==> config.mk <==
export PLATFORM = sky130hd
export DESIGN_NAME = dma_xfer_engine
export DESIGN_NICKNAME = d
export VERILOG_FILES = /design/src/rtl/dma_xfer_pkg.sv /design/src/rtl/dma_xfer_strobes.sv /design/src/rtl/dma_xfer_regs.sv /design/src/rtl/dma_xfer_packer.sv /design/src/rtl/dma_xfer_engine.sv
export SDC_FILE = /design/constraint.sdc
export NUM_CORES = 1
export LEC_CHECK = 0
export BUFFER_PORTS_ARGS = -buffer_cell sky130_fd_sc_hd__buf_4
export CELL_PAD_IN_SITES_DETAIL_PLACEMENT = 1
export CELL_PAD_IN_SITES_GLOBAL_PLACEMENT = 1
export CORE_MARGIN = 3
export CORE_UTILIZATION = 37
export CTS_CLUSTER_DIAMETER = 150
export DETAILED_ROUTE_END_ITERATION = 7
export PLACE_DENSITY_LB_ADDON = 0.1
export SLEW_MARGIN = 30
export SYNTH_ARGS = -nofsm -noshare
export SYNTH_HDL_FRONTEND = slang
export SYNTH_SLANG_ARGS = --single-unit
==> constraint.sdc <==
create_clock -name clk -period 2.59 [get_ports clk]
set_clock_uncertainty 0.15 [all_clocks]
set_input_delay 0.518 -clock clk [delete_from_list [all_inputs] [get_ports clk]]
set_output_delay 0.518 -clock clk [all_outputs]
set_load 0.02 [all_outputs]
==> src/rtl/dma_xfer_pkg.sv <==
package dma_xfer_pkg;
  localparam int ADDR_W = 15;
  localparam int WORD_W = 16;
  localparam int BYTE_W = 8;
  localparam int SC_W   = 6;

  typedef enum logic [2:0] {
    S_IDLE, S_FETCH, S_IO, S_STORE, S_UPDATE
  } cyc_state_t;

  function automatic logic [ADDR_W-1:0] addr_step(input logic [ADDR_W-1:0] a);
    return a + {{(ADDR_W-1){1'b0}}, 1'b1};
  endfunction

  function automatic logic [WORD_W-1:0] count_step(input logic [WORD_W-1:0] c);
    return c + {{(WORD_W-1){1'b0}}, 1'b1};
  endfunction

  function automatic logic count_is_final(input logic [WORD_W-1:0] c);
    return &c;
  endfunction
endpackage

==> src/rtl/dma_xfer_strobes.sv <==
module dma_xfer_strobes (
  input  logic active,
  input  logic dir_in,
  input  logic stc_each,
  input  logic clc_end,
  input  logic last,
  output logic s_ioi,
  output logic s_ioo,
  output logic s_clf,
  output logic s_stc,
  output logic s_clc,
  output logic s_edt
);
  always_comb begin
    s_ioi = active && dir_in;
    s_ioo = active && !dir_in;
    s_edt = active && last;
    s_clc = active && last && clc_end;
    if (dir_in) begin
      s_clf = active && !last;
      s_stc = active && !last && stc_each;
    end else begin
      s_clf = active;
      s_stc = active && stc_each;
    end
  end
endmodule

==> src/rtl/dma_xfer_regs.sv <==
module dma_xfer_regs
  import dma_xfer_pkg::*;
(
  input  logic              clk,
  input  logic              rst_n,
  input  logic              load,
  input  logic [WORD_W-1:0] word2,
  input  logic [WORD_W-1:0] word3,
  input  logic              adv_evt,
  output logic [ADDR_W-1:0] addr_q,
  output logic [WORD_W-1:0] count_q,
  output logic              dir_in,
  output logic              flag_q,
  output logic              zero_evt
);
  assign zero_evt = adv_evt && count_is_final(count_q);

  always_ff @(posedge clk or negedge rst_n) begin
    if (!rst_n) begin
      addr_q  <= '0;
      count_q <= '0;
      dir_in  <= 1'b0;
      flag_q  <= 1'b0;
    end else if (load) begin
      addr_q  <= word2[ADDR_W-1:0];
      count_q <= word3;
      dir_in  <= word2[WORD_W-1];
      flag_q  <= 1'b0;
    end else if (adv_evt) begin
      addr_q  <= addr_step(addr_q);
      count_q <= count_step(count_q);
      if (zero_evt) flag_q <= 1'b1;
    end
  end

  // nothing moves without an advance event
  p_hold_without_adv_r7: assert property (@(posedge clk) disable iff (!rst_n)
    (!adv_evt && !load) |=> ($stable(addr_q) && $stable(count_q)));
  // completion leaves zero count and raised flag
  p_enf_sets_flag_r8: assert property (@(posedge clk) disable iff (!rst_n)
    (zero_evt && !load) |=> (flag_q && count_q == '0));
endmodule

==> src/rtl/dma_xfer_packer.sv <==
module dma_xfer_packer
  import dma_xfer_pkg::*;
(
  input  logic              clk,
  input  logic              rst_n,
  input  logic              clear,
  input  logic              upd,
  input  logic              dir_in,
  input  logic [BYTE_W-1:0] in_byte,
  input  logic [BYTE_W-1:0] out_byte,
  output logic [BYTE_W-1:0] hold_q,
  output logic              occ_q
);
  always_ff @(posedge clk or negedge rst_n) begin
    if (!rst_n) begin
      hold_q <= '0;
      occ_q  <= 1'b0;
    end else if (clear) begin
      hold_q <= '0;
      occ_q  <= 1'b0;
    end else if (upd) begin
      occ_q <= !occ_q;
      if (!occ_q) hold_q <= dir_in ? in_byte : out_byte;
    end
  end

  // occupied bit flips on every successful byte cycle
  p_occ_toggles_r7: assert property (@(posedge clk) disable iff (!rst_n)
    (upd && !clear) |=> (occ_q != $past(occ_q)));
endmodule

==> src/rtl/dma_xfer_engine.sv <==
module dma_xfer_engine
  import dma_xfer_pkg::*;
(
  input  logic              clk,
  input  logic              rst_n,
  input  logic              load,
  input  logic              cfg_stc_each,
  input  logic              cfg_pack,
  input  logic              cfg_clc_end,
  input  logic [SC_W-1:0]   cfg_sc,
  input  logic [WORD_W-1:0] cfg_word2,
  input  logic [WORD_W-1:0] cfg_word3,
  input  logic              grant,
  output logic              done,
  output logic              mem_req,
  output logic              mem_we,
  output logic [ADDR_W-1:0] mem_addr,
  output logic [WORD_W-1:0] mem_wdata,
  input  logic [WORD_W-1:0] mem_rdata,
  input  logic              mem_ack,
  output logic [SC_W-1:0]   dev_sc,
  output logic              dev_strobe,
  output logic              dev_ioi,
  output logic              dev_ioo,
  output logic              dev_clf,
  output logic              dev_stc,
  output logic              dev_clc,
  output logic              dev_edt,
  output logic [WORD_W-1:0] dev_dout,
  input  logic [WORD_W-1:0] dev_din,
  input  logic              dev_ok,
  output logic [ADDR_W-1:0] cur_addr,
  output logic [WORD_W-1:0] cur_count,
  output logic              flag_buf,
  output logic              enf
);
  localparam int HI_W = WORD_W - BYTE_W;

  cyc_state_t          st_q, st_d;
  logic                stc_q, pack_q, clc_q;
  logic [SC_W-1:0]     sc_q;
  logic [WORD_W-1:0]   rd_q, din_q;
  logic                ok_q;
  logic [BYTE_W-1:0]   hold_q;
  logic                occ_q;
  logic                dir_in;
  logic                first_half, last_cyc, needs_fetch;
  logic                adv_evt, pack_upd, zero_evt, accept;

  assign first_half  = pack_q && !occ_q;
  assign last_cyc    = count_is_final(cur_count) && !first_half;
  assign needs_fetch = !dir_in && !(pack_q && occ_q);
  assign accept      = (st_q == S_IDLE) && grant && !flag_buf;
  assign adv_evt     = (st_q == S_UPDATE) && ok_q && !first_half;
  assign pack_upd    = (st_q == S_UPDATE) && ok_q && pack_q;

  always_ff @(posedge clk or negedge rst_n) begin
    if (!rst_n) begin
      stc_q  <= 1'b0;
      pack_q <= 1'b0;
      clc_q  <= 1'b0;
      sc_q   <= '0;
    end else if (load) begin
      stc_q  <= cfg_stc_each;
      pack_q <= cfg_pack;
      clc_q  <= cfg_clc_end;
      sc_q   <= cfg_sc;
    end
  end

  always_comb begin
    st_d = st_q;
    case (st_q)
      S_IDLE:   if (accept) st_d = needs_fetch ? S_FETCH : S_IO;
      S_FETCH:  if (mem_ack) st_d = S_IO;
      S_IO:     st_d = (dev_ok && dir_in && !first_half) ? S_STORE : S_UPDATE;
      S_STORE:  if (mem_ack) st_d = S_UPDATE;
      default:  st_d = S_IDLE;
    endcase
  end

  always_ff @(posedge clk or negedge rst_n) begin
    if (!rst_n) begin
      st_q  <= S_IDLE;
      rd_q  <= '0;
      din_q <= '0;
      ok_q  <= 1'b0;
    end else begin
      st_q <= st_d;
      if (st_q == S_FETCH && mem_ack) rd_q <= mem_rdata;
      if (st_q == S_IO) begin
        din_q <= dev_din;
        ok_q  <= dev_ok;
      end
    end
  end

  dma_xfer_regs u_regs (
    .clk(clk), .rst_n(rst_n), .load(load),
    .word2(cfg_word2), .word3(cfg_word3), .adv_evt(adv_evt),
    .addr_q(cur_addr), .count_q(cur_count), .dir_in(dir_in),
    .flag_q(flag_buf), .zero_evt(zero_evt)
  );

  dma_xfer_packer u_packer (
    .clk(clk), .rst_n(rst_n), .clear(load), .upd(pack_upd),
    .dir_in(dir_in), .in_byte(din_q[BYTE_W-1:0]), .out_byte(rd_q[BYTE_W-1:0]),
    .hold_q(hold_q), .occ_q(occ_q)
  );

  dma_xfer_strobes u_strobes (
    .active(st_q == S_IO), .dir_in(dir_in), .stc_each(stc_q),
    .clc_end(clc_q), .last(last_cyc),
    .s_ioi(dev_ioi), .s_ioo(dev_ioo), .s_clf(dev_clf),
    .s_stc(dev_stc), .s_clc(dev_clc), .s_edt(dev_edt)
  );

  assign dev_strobe = (st_q == S_IO);
  assign dev_sc     = sc_q;
  assign mem_req    = (st_q == S_FETCH) || (st_q == S_STORE);
  assign mem_we     = (st_q == S_STORE);
  assign mem_addr   = cur_addr;
  assign mem_wdata  = pack_q ? {hold_q, din_q[BYTE_W-1:0]} : din_q;
  assign done       = (st_q == S_UPDATE);
  assign enf        = zero_evt;

  always_comb begin
    if (!pack_q)        dev_dout = rd_q;
    else if (!occ_q)    dev_dout = {{HI_W{1'b0}}, rd_q[WORD_W-1:WORD_W-BYTE_W]};
    else                dev_dout = {{HI_W{1'b0}}, hold_q};
  end

  // one data direction per strobe cycle
  p_one_direction_r1: assert property (@(posedge clk) disable iff (!rst_n)
    dev_strobe |-> (dev_ioi ^ dev_ioo));
  // final input strobe carries no CLF and no STC
  p_final_input_set_r2: assert property (@(posedge clk) disable iff (!rst_n)
    (dev_edt && dev_ioi) |-> (!dev_clf && !dev_stc));
  // no memory access for the second half of a byte output
  p_no_fetch_second_half_r6: assert property (@(posedge clk) disable iff (!rst_n)
    (accept && pack_q && occ_q && !dir_in) |=> !mem_req);
  // completed channel stays idle on a grant
  p_flag_blocks_grant_r8: assert property (@(posedge clk) disable iff (!rst_n)
    (st_q == S_IDLE && flag_buf) |=> (st_q == S_IDLE));
  // a refused device cycle never writes memory
  p_fail_no_store_r9: assert property (@(posedge clk) disable iff (!rst_n)
    (dev_strobe && !dev_ok) |=> !mem_we);
  // done lasts a single cycle
  p_done_single_r11: assert property (@(posedge clk) disable iff (!rst_n)
    done |=> !done);
endmodule

==> results of run 1 <==
## where the power goes
part	leakage [µW]	switching (µW)	internal, µW
combinational	0.00176	1150	1140
sequential	0.00104	339	1730
clock	0.000149	544	828
total	0.00295	2040	3700
## metrics by stage
stage	instances	cell area, µm²	hold WS (ns)	worst slack [ns]
2_1_floorplan	452	4649	0.07241	0.08916
3_5_place_dp	763	6030	0.3465	0.2578
6_report	792	6474	0.02499	0.03956
3_3_place_gp	763	6030	0.3363	0.3155
5_1_grt	792	6474	0.06917	-0.04328
4_1_cts	785	6396	0.04716	0.01585
## what timing repair did
action | CTS | global route
buffers inserted | 6 | 7
pin swaps | 1 | 1
setup endpoints to repair | 4 | 5
gates resized for setup | 4 | 9
endpoints found under the hold margin | 0 | 0
## worst max-delay path, delay by kind of cell (launching register included)
kind	cells	cell delay, ns
flip-flops	1	0.38
AND/OR/NAND/NOR	4	0.63
buffers and inverters	2	0.31
adder cells (fa/ha/maj)	1	0.22
## metal layers
metal	global-route usage, %	up-vias	wire [µm]
met2	35.11	125	7046
met1	25.46	2004	6054
met3	6.391	17	971
met4	6.886	0	238
li1	-	1928	-
met5	0	-	0
## layout make-up
type	instances	area [µm²]
Fill cell	1395	5688
Sequential cell	87	2182
Multi-Input combinational cell	307	2177
Timing Repair Buffer	207	1567
Clock buffer	14	274.0
Tap cell	168	210.2
Clock inverter	2	37.54
Inverter	7	26.28
## cell usage in the layout (no fill, tap or decap), types with 2 or more instances in the layout
cell	count
nand3_2	2
buf_4	206
dfrtp_2	4
a31oi_1	14
a21oi_1	12
xor2_1	7
nand3_1	14
or4_1	9
nor3_1	7
a211oi_1	9
a21boi_0	2
nor2b_1	10
mux2i_1	18
xnor2_1	6
clkbuf_8	3
o31ai_1	9
nand2_1	31
o21a_1	2
and3_1	5
inv_1	7
mux2_2	52
and2_1	3
o21ai_0	18
nand4_1	7
dfrtp_1	83
nor4_1	4
nand2b_1	3
nor2_1	38
clkbuf_16	9
clkbuf_1	2
or3_1	3
## flip-flops by register name (all words and copies together), names as in the netlist, 3 cells and up
signal,flops
u_regs.addr_q,15
st_q,3
u_regs.count_q,16
dev_sc,6
u_packer.hold_q,8
din_q,16
rd_q,16
## worst max-delay path by stage
| stage | from | end | depth (start not counted) |
|---|---|---|---|
| global route | u_regs.count_q[1] | dev_clf | 7 |
| floorplan | st_q[2] | dev_clf | 4 |
| detailed placement | u_regs.count_q[1] | dev_clf | 7 |
| global placement | u_regs.count_q[1] | dev_clc | 7 |
| finish | u_regs.count_q[0] | dev_clc | 7 |
| CTS | u_regs.count_q[0] | dev_clc | 7 |
## kinds of logic (layout without fill, tap and decap cells)
group	after synthesis	after routing	synth area share [%]
xor+xnor	13	13	2.452
fa+ha+maj	2	2	0.5389
mux	70	70	16.49
buf+inv	58	230	7.060
simple gates	149	149	16.52
compound gates	73	73	10.05
flops	87	87	46.89
==> impl_metrics.tcl, run 1 <==
set metrics [dict create \
    status "finished, final reports clean" \
    htree_levels 3 \
    clock.fmax_mhz 392.1 \
    grt_start_max_net_pins 46 \
    first_pass_iters 4 \
    ys_types 45 \
    rr_startpoint "st_q[0]" \
    cp_max_fo 4 \
    final-hold-violation-count 0 \
    ys_ff_latch 87 \
    postCtsHoldBufs 0 \
    cpMaxStageDelayCell "dfrtp_1" \
    design.die.area_mm2 0.01393 \
    worst_r2r_endpoint "u_regs.count_q[13]" \
    grt_pass1_wl_mm 23.43 \
    vdd_ir_drop_max_v 0.0005775 \
    synth_top_cell_area_share_pct 46.89 \
    yosysWarnings 0 \
    hpwlAfterDp_mm 10.37 \
    seq_area_frac_synth_pct 46.89 \
    drc 0 \
    power_density_mw_per_mm2 885.5 \
    p_total_uw 5733 \
    cts_tree "yes" \
    syn_avg_cell_area_um2 10.27 \
    max_stage_delay_ns 0.38 \
    synth_edf_count 0 \
    cp.required_ns 1.92 \
    syn_nets 533 \
    gp_congestion 0.7995 \
    cpMostUsedCell "buf_4" \
    synth-main-ff-cell "dfrtp_1" \
    vias 4074 \
    clock_latency_ns 0.34 \
    numCtsBuffers 9 \
    top_level_ports 175 \
    drive_above_1_share_pct 46.31 \
    path_class "register to output pin" \
    design.core.area_mm2 0.01216 \
    wl_per_cell_um 18.07 \
    wirelength_mm 14.31 \
    start_util_pct 38.18 \
    cts_root_buffer "clkbuf_16" \
    grt_remaining_overflow 0 \
    final_antenna_net_count 0 \
    die_width_um 118.0 \
    antenna_found_initial 0 \
    min_period_ns 2.550 \
    slew_violations 0 \
    cp_data_arrival_time_ns 1.88 \
    area_delta_synth_final_pct 39.42 \
    path_cells "ha_2 > nand3_2 > or2_4 > nor3_4 > buf_4 > and3_1 > buf_4" \
    synth_area_mm2 0.004643 \
    syn_inst 452 \
    final.setup.tns_ns 0 \
    reg2reg_depth 5 \
    fin_util_pct 53.23 \
    p_leak_uw 0.002948 \
    drt-initial-drc-count 189 \
    synth_commonest_cells "dfrtp_1, mux2_2, nor2_1" \
    min_path_type "primary input to async pin" \
    synthArstFlopShare_pct 100.0 \
    cp-start-kind "register" \
    reg2reg_slack_ns 0.29 \
    clk_pin_slew_ns 0.06 \
    nNetsFinal 700 \
    end_kind "output pin" \
    die_height_um 118.0 \
    cts_sinks 87 \
    cts_buffer_depth 2 \
    grt_pass1_vias 4449 \
    synthTopCellsByArea "dfrtp_1, mux2_2, mux2i_1, buf_4, nor2_1" \
    setup_viol 0 \
    max-cap-violations 0 \
    yosysMostFrequentCell "dfrtp_1" \
    fin_crit_sh_pct 98.47 \
    synth_area_leader_cell "dfrtp_1" \
    relSlewSlack_pct 48.63 \
    antenna_cells 0 \
    grt_usage_pct 20.84 \
    tightest_slew_ns 0.7706 \
    via_per_inst 5.144 \
    core.rowCount 40 \
    io_buffers 174 \
]
No activity file was read; power rests on OpenSTA's default activity.
==> inputs of run 2 (changes only) <==
ABC_AREA = 1   (was unset)
CORE_UTILIZATION = 35   (was 37)
HOLD_SLACK_MARGIN = 0.03   (was unset)
==> run 2 against run 1 <==
  * Via count rose by 21%
  * Sequential power about the same
  * Critical path depth shrank 4
  * Die area up 11%
  * Synthesized area up 5.9%
  * Critical path type unchanged
  * Global-route usage grew 0.73 points
==> impl_metrics.tcl, run 2 <==
set metrics [dict create \
    synth_area_mm2 0.004918 \
    drt-initial-drc-count 205 \
    numCtsBuffers 9 \
    post-place-ws_ns 0.2228 \
    ys_types 35 \
    synthTopCellsByArea "dfrtp_1, nand2_1, nor2_1, inv_1, o21ai_0" \
    max-cap-violations 0 \
    final_cell_mix "nand2_1, buf_4, dfrtp_1" \
    gp_congestion 0.8482 \
    final.setup.tns_ns 0 \
    io_buffers 174 \
    slew_violations 0 \
    holdPathStages 3 \
    placed_area_mm2 0.006220 \
    design.die.area_mm2 0.01551 \
    nNetsFinal 884 \
    area_delta_synth_final_pct 34.34 \
    cpMaxStageDelayCell "dfrtp_2" \
    seq_area_mm2 0.002180 \
    syn_inst 652 \
    yosysWarnings 0 \
    n_fill_cell 1693 \
    path_cells "nand2_1 > o221ai_1 > buf_4" \
    hpwlAfterDp_mm 12.13 \
    synth_area_leader_cell "dfrtp_1" \
    syn_avg_cell_area_um2 7.544 \
    setup_viol 0 \
    final_antenna_net_count 0 \
    start_util_pct 36.42 \
    p_total_uw 5875 \
    drive_above_1_share_pct 28.71 \
    grt_pass1_vias 5373 \
    grt_start_max_net_pins 53 \
    power_density_mw_per_mm2 889.1 \
    cts_buffer_depth 2 \
    end_kind "output pin" \
    synth_top_cell_area_share_pct 44.26 \
    min_path_type "primary input to register" \
    yosysMostFrequentCell "nand2_1" \
    clock.fmax_mhz 404.0 \
    status "finished, final reports clean" \
    switching_power_uw 2374 \
    vdd_ir_drop_max_v 0.0005080 \
    fin_area_mm2 0.006608 \
    p_leak_uw 0.003350 \
    synth_commonest_cells "nand2_1, dfrtp_1, nor2_1" \
    reg_top3 "din_q (16), rd_q (16), u_regs.count_q (16)" \
    via_per_inst 5.019 \
    wl_per_cell_um 16.88 \
    p_seq_share_pct 35.6 \
    synthArstFlopShare_pct 100.0 \
    max_stage_delay_ns 0.57 \
    die_width_um 124.5 \
    tightest_slew_ns 0.6483 \
    clockPowerShare_pct 22.7 \
    first_pass_iters 6 \
    setup_ws_ns 0.1147 \
    layout_commonest_cell "nand2_1" \
    cp.required_ns 1.92 \
    clock_latency_ns 0.34 \
    cts_tree "yes" \
    reg2reg_depth 5 \
    grt_pass1_wl_mm 27.61 \
    vias 4939 \
    crit_start "pack_q" \
    swShare_pct 40.41 \
    min_period_ns 2.475 \
    wirelength_mm 16.61 \
    grt_usage_pct 21.57 \
    relSlewSlack_pct 56.62 \
    antenna_found_initial 0 \
    synth_edf_count 0 \
    drc 0 \
    multi_input_area_mm2 0.002267 \
    htree_levels 3 \
    cts_root_buffer "clkbuf_16" \
    syn_nets 733 \
    p_comb_share_pct 41.7 \
    design.core.area_mm2 0.01351 \
    cp-start-kind "register" \
    fin_crit_sh_pct 95.57 \
    path_class "register to output pin" \
    power.internal_uw 3500 \
    core.rowCount 42 \
    cp_data_arrival_time_ns 1.81 \
    cts_sinks 87 \
    final-hold-violation-count 0 \
    clk_pin_slew_ns 0.07 \
    die_height_um 124.5 \
    ys_ff_latch 87 \
    grt_remaining_overflow 0 \
    synth-main-ff-cell "dfrtp_1" \
    seq_area_frac_synth_pct 44.26 \
    min_from "dev_din[13]" \
    rr_startpoint "pack_q" \
    top_level_ports 175 \
    antenna_cells 0 \
    cp_max_fo 13 \
]
## run 2: cells by family (layout without fill, tap and decap cells)
kind of cell	count (synthesis)	in the layout	synth area share, %
adder cells (fa/ha/maj)	2	2	0.5087
AO/OA/AOI/OAI	76	76	9.108
AND/OR/NAND/NOR	358	358	30.32
XOR/XNOR	8	8	1.424
multiplexers	16	16	3.765
buffers and inverters	105	261	10.61
flip-flops	87	87	44.26
## run 2: worst max-delay path, delay by kind of cell, from the launching register on
kind	cells	cell delay (ns)
compound gates	1	0.35
buf+inv	1	0.19
flops	1	0.57
simple gates	1	0.35
## run 2: stage by stage
| stage | hold WS (ns) | util, % | instances |
|---|---|---|---|
| after global routing | 0.2286 | 48.93 | 984 |
| after global placement | 0.3059 | 46.05 | 964 |
| after CTS | 0.2165 | 48.57 | 983 |
| final | 0.2272 | 48.93 | 984 |
| after floorplan | 0.07241 | - | 652 |
| after detailed placement | 0.3132 | 46.05 | 964 |
## run 2: metal layers
metal / global-route usage (%) / share of wire [%]
met5: 0 / 0
met4: 6.447 / 1.5
met3: 3.774 / 4.4
met2: 37.75 / 50
met1: 27.18 / 44
## run 2: timing repair
action | 4_1_cts | 5_1_grt
hold buffers | 1 | 0
resized for setup | 7 | 10
buffers inserted | 1 | 1
endpoints found under the hold margin | 26 | 0
endpoints found under the setup margin | 20 | 9
cloned | 1 | 0
## run 2: final cells by class
type | instances | share of cell area [%]
Sequential cell | 87 | 32.99
Clock buffer | 11 | 3.674
Timing Repair Buffer | 185 | 21.30
Timing Repair inverter | 1 | 0.1136
Clock inverter | 5 | 0.8710
Multi-Input combinational cell | 460 | 34.31
Inverter | 59 | 3.408
Tap cell | 176 | 3.333
## run 2: power by group through the flow
stage	combinational (µW)	clock, µW	sequential, µW
final	2450	1340	2090
after global routing	2700	1420	2150
after CTS	2460	1360	2090
after detailed placement	2440	0	2110
after global placement	2360	0	2090
after floorplan	1520	0	2090
## run 2: worst paths after layout
| path | endpoint | slack [ns] |
|---|---|---|
| min reg2reg | din_q[15] | 0.32 |
| max in group asynchronous | dev_sc[0] | 1.06 |
| min | din_q[13] | 0.23 |
| max | dev_dout[6] | 0.11 |
| max reg2reg | u_regs.count_q[6] | 0.59 |
| min in group asynchronous | u_regs.addr_q[9] | 0.54 |
==> inputs of run 3 (changes only) <==
CORE_UTILIZATION = 38   (was 35)
HOLD_SLACK_MARGIN = unset   (was 0.03)
clock period = 3 ns   (was 2.59 ns; I/O delays follow)
==> run 3 against run 2 <==
  * Sequential share of layout area up 0.28 points
  * Clock-buffer cell count is 1 higher
  * Clock power about the same
  * Global-route usage increased by 1.6 points
  * First-iteration DRC count up 5.4%
  * Utilization is 4.3 points higher
  * Largest cell class unchanged
==> impl_metrics.tcl, run 3 (same netlist as run 2, synthesis figures left out) <==
set metrics [dict create \
    status "finished, final reports clean" \
    io_buffers 174 \
    rsz0062_at_grt "no" \
    grt_pass1_wl_mm 26.68 \
    vdd_ir_drop_max_v 0.0004142 \
    top_level_ports 175 \
    cp.required_ns 2.25 \
    final_cell_mix "nand2_1, buf_4, dfrtp_1" \
    area_delta_synth_final_pct 33.12 \
    grt_remaining_overflow 0 \
    end_kind "output pin" \
    layout_commonest_cell "nand2_1" \
    final-hold-violation-count 0 \
    cp_max_fo 6 \
    drc 0 \
    slew_violations 0 \
    antenna_cells 0 \
    setup_ws_ns 0.2294 \
    p_leak_uw 0.003355 \
    cts_sinks 87 \
    drive_above_1_share_pct 27.38 \
    cts_root_buffer "clkbuf_16" \
    cts_buffer_depth 2 \
    power_density_mw_per_mm2 797.2 \
    final.setup.tns_ns 0 \
    cpMaxStageDelayCell "dfrtp_2" \
    final_antenna_net_count 0 \
    min_path_type "primary input to async pin" \
    path_cells "ha_1 > nand2_1 > nor2_2 > nand2_1 > nor2_2 > nand2_1 > nor3_2 > buf_4" \
    vias 4877 \
    fin_crit_sh_pct 92.35 \
    max-cap-violations 0 \
    cp_data_arrival_time_ns 2.02 \
    start_util_pct 39.95 \
    postCtsHoldBufs 0 \
    min_period_ns 2.771 \
    drt-initial-drc-count 216 \
    hold_slack_ns 0.08524 \
    wl_per_cell_um 16.86 \
    nNetsFinal 877 \
    design.core.area_mm2 0.01231 \
    post-place-ws_ns 0.4653 \
    die_width_um 119.8 \
    clock.fmax_mhz 360.9 \
    cp-start-kind "register" \
    finalNonFillerCells 968 \
    crit_family "simple AND/OR/NAND/NOR gates" \
    hpwlAfterDp_mm 12.15 \
    reg_top3 "din_q (16), rd_q (16), u_regs.count_q (16)" \
    die_height_um 119.8 \
    clk_pin_slew_ns 0.07 \
    via_per_inst 5.038 \
    path_class "register to output pin" \
    numCtsBuffers 9 \
    antenna_found_initial 0 \
    cts_tree "yes" \
    grt_start_max_net_pins 49 \
    core.rowCount 40 \
    relSlewSlack_pct 54.62 \
    gp_congestion 0.8237 \
    tightest_slew_ns 0.6799 \
    design.die.area_mm2 0.01434 \
    cpMostUsedCell "nand2_1" \
    dp.cells 953 \
    first_pass_iters 4 \
    setup_viol 0 \
    grt_pass1_vias 5228 \
    htree_levels 3 \
    cp_num_buf_inv 1 \
    clock_latency_ns 0.35 \
    grt_usage_pct 23.19 \
    wirelength_mm 16.32 \
    max_stage_delay_ns 0.42 \
]
## run 3: changes by cell type in the layout (fill, tap and decap cells not counted), moves of 2 or more
cell        before  now
nor2_4           4    2
nand2_2          2    0
buf_4          182  178
clkinvlp_4       5    0
bufinv_16        1    3
nand2_1        224  226
nor2_2           4    6
## run 3: timing repair
action | CTS | global route
endpoints found under the setup margin | 0 | 3
setup buffers | 0 | 0
gates resized for setup | 0 | 5
## run 3: path summary, 6_finish.rpt
path	end	slack (ns)	start	cells after the start
worst max-delay path	dev_clc	0.23	u_regs.count_q[0]	8
worst min-delay path	u_regs.addr_q[9]	0.09	rst_n	1
worst max register to register	u_regs.count_q[6]	0.65	pack_q	5
worst min register to register	dev_sc[3]	0.32	dev_sc[3]	2
max in group asynchronous	din_q[2]	1.93	rst_n	2
min in group clk	dev_sc[2]	0.30	cfg_sc[2]	3
## run 3: final cells by class
class | count | area (µm²)
clock buffer | 12 | 256.5
clock inverter | 3 | 90.09
fill | 1557 | 5764
inverter | 59 | 221.5
multi-input combinational | 460 | 2235
sequential | 87 | 2178
tap | 168 | 210.2
timing repair buffer | 179 | 1356
## run 3: through the flow
stage               area [µm²]  util (%)  power, µW
finish                    6548     53.18       5219
global route              6548     53.18       5542
CTS                       6534     53.07       5271
detailed placement        6187     50.25       3915
global placement          6187     50.25       3823
floorplan                 4918         -       3115
## run 3: worst register-to-register path: stages, from the launching register on
cell and delay [ns]:
dfrtp_1 0.52, nand2_1 0.51, nand4_1 0.22, nand2_1 0.51, o21ai_0 0.19, o21ai_1 0.17
## run 3: per-layer routing
metal | global-route usage (%) | part of all wire, % | up-vias
met3 | 4.854 | 5.5 | 21
met1 | 28.84 | 43 | 2365
li1 | - | - | 2347
met4 | 7.588 | 1.6 | 0
met2 | 40.25 | 50 | 144
met5 | 0 | 0 | -
## run 3: report_power, final
group          internal (µW)  total (µW)  switching [µW]  leakage, µW
Clock                    856        1330             476     0.000169
Combinational            844        2080            1240      0.00212
Sequential              1490        1810             316      0.00106
Total                   3190        5220            2030      0.00335
